==> src/rtl/vsr_pkg.sv <==
package vsr_pkg;

  typedef enum logic [1:0] {
    ST_GATHER = 2'd0,
    ST_FOLD   = 2'd1,
    ST_SHOW   = 2'd2
  } vsr_state_e;

endpackage

==> src/rtl/vsr_mask.sv <==
module vsr_mask #(
  parameter int W    = 16,
  parameter int VL   = 8,
  parameter int CNTW = 4
) (
  input  logic [VL*W-1:0] chunk,
  input  logic [CNTW-1:0] cnt,
  output logic [VL*W-1:0] masked
);

  function automatic logic lane_on(input int idx, input logic [CNTW-1:0] c);
    return idx < int'(c);
  endfunction

  for (genvar i = 0; i < VL; i++) begin : g_lane
    assign masked[i*W +: W] = lane_on(i, cnt) ? chunk[i*W +: W] : '0;
  end

endmodule

==> src/rtl/vsr_lanes.sv <==
module vsr_lanes #(
  parameter int W    = 16,
  parameter int VL   = 8,
  parameter int LENW = 4
) (
  input  logic            clk,
  input  logic            rst_n,
  input  logic            clr,
  input  logic            acc_en,
  input  logic [VL*W-1:0] add_vec,
  input  logic            fold_en,
  input  logic [LENW-1:0] half,
  output logic [W-1:0]    lane0
);

  logic [VL*W-1:0] psum_flat;

  function automatic logic [W-1:0] wadd(input logic [W-1:0] a, input logic [W-1:0] b);
    return a + b;
  endfunction

  function automatic logic [W-1:0] get_lane(input logic [VL*W-1:0] v, input int p);
    return (p < VL) ? v[p*W +: W] : '0;
  endfunction

  for (genvar i = 0; i < VL; i++) begin : g_lane
    logic [W-1:0] acc_q;
    logic [W-1:0] partner;

    assign partner = get_lane(psum_flat, i + int'(half));

    always_ff @(posedge clk or negedge rst_n) begin
      if (!rst_n) begin
        acc_q <= '0;
      end else if (clr) begin
        acc_q <= '0;
      end else if (acc_en) begin
        acc_q <= wadd(acc_q, add_vec[i*W +: W]);
      end else if (fold_en) begin
        if (LENW'(i) < half) acc_q <= wadd(acc_q, partner);
        else                 acc_q <= '0;
      end
    end

    assign psum_flat[i*W +: W] = acc_q;
  end

  assign lane0 = psum_flat[W-1:0];

  AST_ACC_FOLD_EXCL: assert property (@(posedge clk) disable iff (!rst_n)
    !(acc_en && fold_en));
  AST_FOLD_POW2: assert property (@(posedge clk) disable iff (!rst_n)
    fold_en |-> ($countones(half) == 1));
  AST_CLEARED: assert property (@(posedge clk) disable iff (!rst_n)
    clr |=> (psum_flat == '0));

endmodule

==> src/rtl/vsr_ctrl.sv <==
module vsr_ctrl
  import vsr_pkg::*;
#(
  parameter int VL   = 8,
  parameter int LENW = 4,
  parameter int LOG2 = 3
) (
  input  logic            clk,
  input  logic            rst_n,
  input  logic            in_valid,
  input  logic            in_last,
  output logic            in_ready,
  output logic            acc_en,
  output logic            clr,
  output logic            fold_en,
  output logic [LENW-1:0] half,
  output logic            out_valid
);

  vsr_state_e      state_q;
  logic [LENW-1:0] len_q;
  logic [LENW-1:0] since_last_q;
  logic            last_take;

  assign in_ready  = (state_q == ST_GATHER);
  assign acc_en    = in_valid && in_ready;
  assign last_take = acc_en && in_last;
  assign fold_en   = (state_q == ST_FOLD);
  assign half      = len_q >> 1;
  assign out_valid = (state_q == ST_SHOW);
  assign clr       = out_valid;

  always_ff @(posedge clk or negedge rst_n) begin
    if (!rst_n) begin
      state_q <= ST_GATHER;
      len_q   <= '0;
    end else begin
      unique case (state_q)
        ST_GATHER: begin
          if (last_take) begin
            state_q <= ST_FOLD;
            len_q   <= LENW'(VL);
          end
        end
        ST_FOLD: begin
          len_q <= half;
          if (half == LENW'(1)) state_q <= ST_SHOW;
        end
        ST_SHOW: state_q <= ST_GATHER;
        default: state_q <= ST_GATHER;
      endcase
    end
  end

  always_ff @(posedge clk or negedge rst_n) begin
    if (!rst_n)        since_last_q <= '0;
    else if (last_take) since_last_q <= '0;
    else if (fold_en)   since_last_q <= since_last_q + LENW'(1);
  end

  AST_RESULT_DELAY: assert property (@(posedge clk) disable iff (!rst_n)
    out_valid |-> (since_last_q == LENW'(LOG2)));
  AST_RESULT_PULSE: assert property (@(posedge clk) disable iff (!rst_n)
    out_valid |=> !out_valid);
  AST_READY_DROPS: assert property (@(posedge clk) disable iff (!rst_n)
    last_take |=> !in_ready);
  AST_READY_BACK: assert property (@(posedge clk) disable iff (!rst_n)
    out_valid |=> in_ready);

endmodule

==> src/rtl/vsum_reducer.sv <==
module vsum_reducer #(
  parameter int W  = 16,
  parameter int VL = 8,
  localparam int CNTW = $clog2(VL + 1),
  localparam int LENW = $clog2(VL) + 1,
  localparam int LOG2 = $clog2(VL)
) (
  input  logic            clk,
  input  logic            rst_n,
  input  logic            in_valid,
  output logic            in_ready,
  input  logic            in_last,
  input  logic [CNTW-1:0] in_cnt,
  input  logic [VL*W-1:0] in_data,
  output logic            out_valid,
  output logic [W-1:0]    out_sum
);

  logic [VL*W-1:0] masked;
  logic            acc_en;
  logic            clr;
  logic            fold_en;
  logic [LENW-1:0] half;
  logic [W-1:0]    lane0;

  vsr_mask #(.W(W), .VL(VL), .CNTW(CNTW)) u_mask (
    .chunk  (in_data),
    .cnt    (in_cnt),
    .masked (masked)
  );

  vsr_ctrl #(.VL(VL), .LENW(LENW), .LOG2(LOG2)) u_ctrl (
    .clk       (clk),
    .rst_n     (rst_n),
    .in_valid  (in_valid),
    .in_last   (in_last),
    .in_ready  (in_ready),
    .acc_en    (acc_en),
    .clr       (clr),
    .fold_en   (fold_en),
    .half      (half),
    .out_valid (out_valid)
  );

  vsr_lanes #(.W(W), .VL(VL), .LENW(LENW)) u_lanes (
    .clk     (clk),
    .rst_n   (rst_n),
    .clr     (clr),
    .acc_en  (acc_en),
    .add_vec (masked),
    .fold_en (fold_en),
    .half    (half),
    .lane0   (lane0)
  );

  assign out_sum = out_valid ? lane0 : '0;

  AST_NO_TAKE_WHILE_BUSY: assert property (@(posedge clk) disable iff (!rst_n)
    out_valid |-> !in_ready);

endmodule

==> config.mk <==
export PLATFORM = sky130hd
export DESIGN_NAME = vsum_reducer
export DESIGN_NICKNAME = d
export VERILOG_FILES = /design/src/rtl/vsr_pkg.sv /design/src/rtl/vsr_mask.sv /design/src/rtl/vsr_lanes.sv /design/src/rtl/vsr_ctrl.sv /design/src/rtl/vsum_reducer.sv
export SDC_FILE = /design/constraint.sdc
export NUM_CORES = 1
export LEC_CHECK = 0
export CAP_MARGIN = 20
export CORE_ASPECT_RATIO = 1.25
export CORE_MARGIN = 2
export CORE_UTILIZATION = 50
export DETAILED_ROUTE_END_ITERATION = 6
export PLACE_DENSITY_LB_ADDON = 0.25
export REMOVE_ABC_BUFFERS = 1
export SETUP_SLACK_MARGIN = 0.15
export SLEW_MARGIN = 20
export SYNTH_ARGS = -nofsm -noshare
export SYNTH_HDL_FRONTEND = slang
export SYNTH_SLANG_ARGS = --single-unit
==> constraint.sdc <==
create_clock -name clk -period 4.9 [get_ports clk]
set_input_delay 0.98 -clock clk [delete_from_list [all_inputs] [get_ports clk]]
set_output_delay 0.98 -clock clk [all_outputs]
set_load 0.02 [all_outputs]
==> impl_metrics.toml <==
[clock_tree]
cts_buffers = 17
h-tree-depth = 4
path_clk_slew_ns = 0.06
clk_path_buf_depth = 2
cts_num_sinks = 133
clockRootBuffer = "clkbuf_16"
worstSkewPairLatency_ns = 0.46
holdBufCountCts = 0
cts_tree = "done"

[cells_and_area]
area_delta_synth_final_pct = 15.6
fin_nets = 2940
fin_cells = 3067
fin_util = 0.584
fillers = 3547
drive_above_1_share = 0.0796

[route]
wl_per_cell_microns = 23.2
dr.pass1.iters = 6
remaining_drc_errors = 0
vias = 19593
wirelength_microns = 71300
routed_via_density = 6.39
first_iter_violations = 1950
postRouteAntennaNets = 0

[timing]
finalHoldViolations = 0
slew_violations = 0
fin_ws_ns = 0.391
fmax_ghz = 0.222
period_needed_ns = 4.51
setup_violations = 0
rsz0062_at_grt = "false"
max_slew_margin = 0.362
period_share = 0.920
skew_ns = 0.0131
tightest_slew_ns = 0.932

[setup_path]
crit_required_ns = 5.28
worstSetupEndpointType = "flip-flop"
start_kind = "flip-flop"
arrival_ns = 4.89
path_common_cell = "o21ai_0"
cp_max_fo = 43
path_class = "flip-flop to flip-flop"
timing.reg2reg.worst_path_depth = 12
crit_path_start = "u_ctrl.len_q[1]$_DFFE_PN0P_"
r2r_slack_ns = 0.39
cpMaxStageDelayCell = "nor2_1"
endpoint = "u_lanes.g_lane[1].acc_q[13]$_DFFE_PN0P_"
slowest_delay_ns = 0.76
rr_endpoint = "u_lanes.g_lane[1].acc_q[13]$_DFFE_PN0P_"
reg2reg_from = "u_ctrl.len_q[1]$_DFFE_PN0P_"
cp_cell_sequence = "buf_4, nor2_1, a221o_1, ha_1, and2_1, a2111oi_0, o21ai_1, a21o_1, a21oi_1, o21ai_0, xnor2_1, o21ai_0"
crit_buf_inv = 1
cpLargestDelayFamily = "compound AO/OA/AOI/OAI gates"
cp_num_cells = 12

[placement]
place_congestion = 1.00
pre_cts_slack_ns = 0.157
io_buffers = 153
dp_cells = 3034
place_hpwl_microns = 55500

[power]
p_leak_nw = 10.2
p_per_area_nw_per_um2 = 771
vdd_drop_max_mv = 0.419

[synth]
syn_area_sq_um = 19200
ys_seq_area_frac = 0.174
synth_edf_count = 0
synth-seq-cells = 133
synth_compound_gate_area_share = 0.281
synth-simple-area-share = 0.199
synth_fa_ha_area_frac = 0.165
synth_top_family_by_area = "compound AO/OA/AOI/OAI gates"
synth-xor-area-share = 0.0869
yosys_warnings = 0
synthFlopType = "dfrtp_1"
syn_avg_cell_area_sq_um = 7.88
synthMuxAreaShare = 0.0620
synth_cell_types = 81
syn_inst = 2431
async_flop_share = 1.00

[grt]
grt_pass1_vias = 19250
grt.total_usage = 0.358
grt_max_degree = 119
grt_pass1_wl_microns = 108000
overflow = 0
antenna_found_initial = 2

[floorplan]
core_sq_um = 37900
pin_count = 154
die_y_microns = 223
start_util = 0.505
rows = 80
die_area_sq_um = 39900
die_width_microns = 179

[job]
max_cap_violations = 0

[min_path]
hold-path-cell-count = 1
hp-start = "u_ctrl.state_q[1]$_DFFE_PN0P_"
hp-class = "flip-flop to flip-flop"

[status]
status = "finished clean"
worst reg2reg max path, stage by stage, from the launching register on:
cell and delay, ns:
dfrtp_4 0.70, buf_4 0.33, nor2_1 0.76, a221o_1 0.31
ha_1 0.27, and2_1 0.18, a2111oi_0 0.59, o21ai_1 0.34
a21o_1 0.26, a21oi_1 0.26, o21ai_0 0.15, xnor2_1 0.15
o21ai_0 0.13
layer usage:
metal / track usage / vias to the layer above / wire length, microns
met1: 0.443 / 9398 / 28500
li1: - / 9215 / -
met5: 0 / - / 0
met2: 0.595 / 785 / 33500
met4: 0.210 / 0 / 4480
met3: 0.0412 / 195 / 4750
how the worst min path moves through the flow:
stage	to	slack [ns]
3_5_place_dp	u_ctrl.state_q[1]$_DFFE_PN0P_	0.53
5_1_grt	u_ctrl.state_q[1]$_DFFE_PN0P_	0.57
4_1_cts	u_ctrl.state_q[1]$_DFFE_PN0P_	0.54
3_3_place_gp	u_ctrl.state_q[1]$_DFFE_PN0P_	0.52
6_report	u_ctrl.state_q[1]$_DFFE_PN0P_	0.56
2_1_floorplan	u_ctrl.state_q[1]$_DFFE_PN0P_	0.49
power by group:
group          total [W]  internal (W)  switching [W]
Sequential       0.00282       0.00163        0.00120
Clock            0.00144      0.000877       0.000559
Combinational     0.0128       0.00544        0.00738
synth_stat cells, types with 5 or more instances:
cell,instances,share of area
a2111oi_0,5,0.0023
a211o_1,6,0.0027
a211oi_1,17,0.0067
a21o_1,84,0.033
a21oi_1,210,0.055
a221o_1,24,0.013
a221oi_1,5,0.0023
a22o_1,32,0.015
a22oi_1,64,0.025
a31oi_1,25,0.0082
and2_1,60,0.020
and3_1,22,0.0072
buf_1,20,0.0039
buf_2,7,0.0018
clkbuf_1,83,0.016
dfrtp_1,133,0.17
fa_1,15,0.016
ha_1,228,0.15
inv_1,52,0.010
mux2_2,67,0.039
mux2i_1,41,0.021
nand2_1,175,0.034
nand2b_1,53,0.017
nand3_1,34,0.0089
nand4_1,8,0.0026
nor2_1,210,0.041
nor2b_1,135,0.044
nor3_1,38,0.0099
nor3b_1,5,0.0020
o21a_1,22,0.0086
o21ai_0,175,0.046
o21ai_1,8,0.0021
o21bai_1,18,0.0071
o221ai_1,7,0.0032
o22ai_1,36,0.012
o31ai_1,5,0.0020
o32ai_1,13,0.0059
or2_2,6,0.0020
or3_1,13,0.0042
xnor2_1,111,0.051
xor2_1,79,0.036
registers in the layout (all words and copies together) (netlist names):
signal / count
u_ctrl.state_q: 2
u_lanes.g_lane.acc_q: 112
u_ctrl.len_q: 3
u_lanes.lane0: 16
final cells by class:
cell class / instances / area (sq um) / area share
multi-input cells: 2135 / 15200 / 0.688
diodes: 1 / 2.50 / 0.000113
well taps: 492 / 616 / 0.0278
repair buffers: 221 / 2130 / 0.0962
clock buffers: 23 / 468 / 0.0211
flip-flops and latches: 133 / 3340 / 0.151
clock inverters: 9 / 151 / 0.00683
inverters: 53 / 199 / 0.00898
cell families after synthesis:
| group | Yosys count |
|---|---|
| AOI/OAI and AO/OA | 819 |
| and+or+nand+nor | 774 |
| adders and majority gates | 243 |
| xor gates and xnor gates | 190 |
| buffers and inverters | 163 |
| DFF | 133 |
| muxes | 109 |
what timing repair did:
action | CTS | global route
buffers inserted | 0 | 0
endpoints found under the hold margin | 0 | 0
endpoints found under the setup margin | 0 | 1
resized for setup | 0 | 1
stage by stage:
stage | hold WS (ns) | area (sq um) | power (W) | TNS [ns]
6_report | 0.558 | 22200 | 0.0171 | 0
5_1_grt | 0.572 | 22200 | 0.0183 | 0
4_1_cts | 0.542 | 22100 | 0.0168 | 0
3_5_place_dp | 0.528 | 21500 | 0.0153 | 0
3_3_place_gp | 0.518 | 21500 | 0.0151 | 0
2_1_floorplan | 0.486 | 18700 | 0.0115 | -201.76
cells in the final DEF (no fill, tap or decap), types with 67 or more instances in the layout:
| cell | count |
|---|---|
| a21o_1 | 84 |
| a21oi_1 | 210 |
| clkdlybuf4s50_1 | 152 |
| dfrtp_1 | 130 |
| ha_1 | 228 |
| mux2_2 | 67 |
| nand2_1 | 174 |
| nor2_1 | 207 |
| nor2b_1 | 135 |
| o21ai_0 | 175 |
| xnor2_1 | 111 |
| xor2_1 | 79 |
No activity file was read; power rests on OpenSTA's default activity.
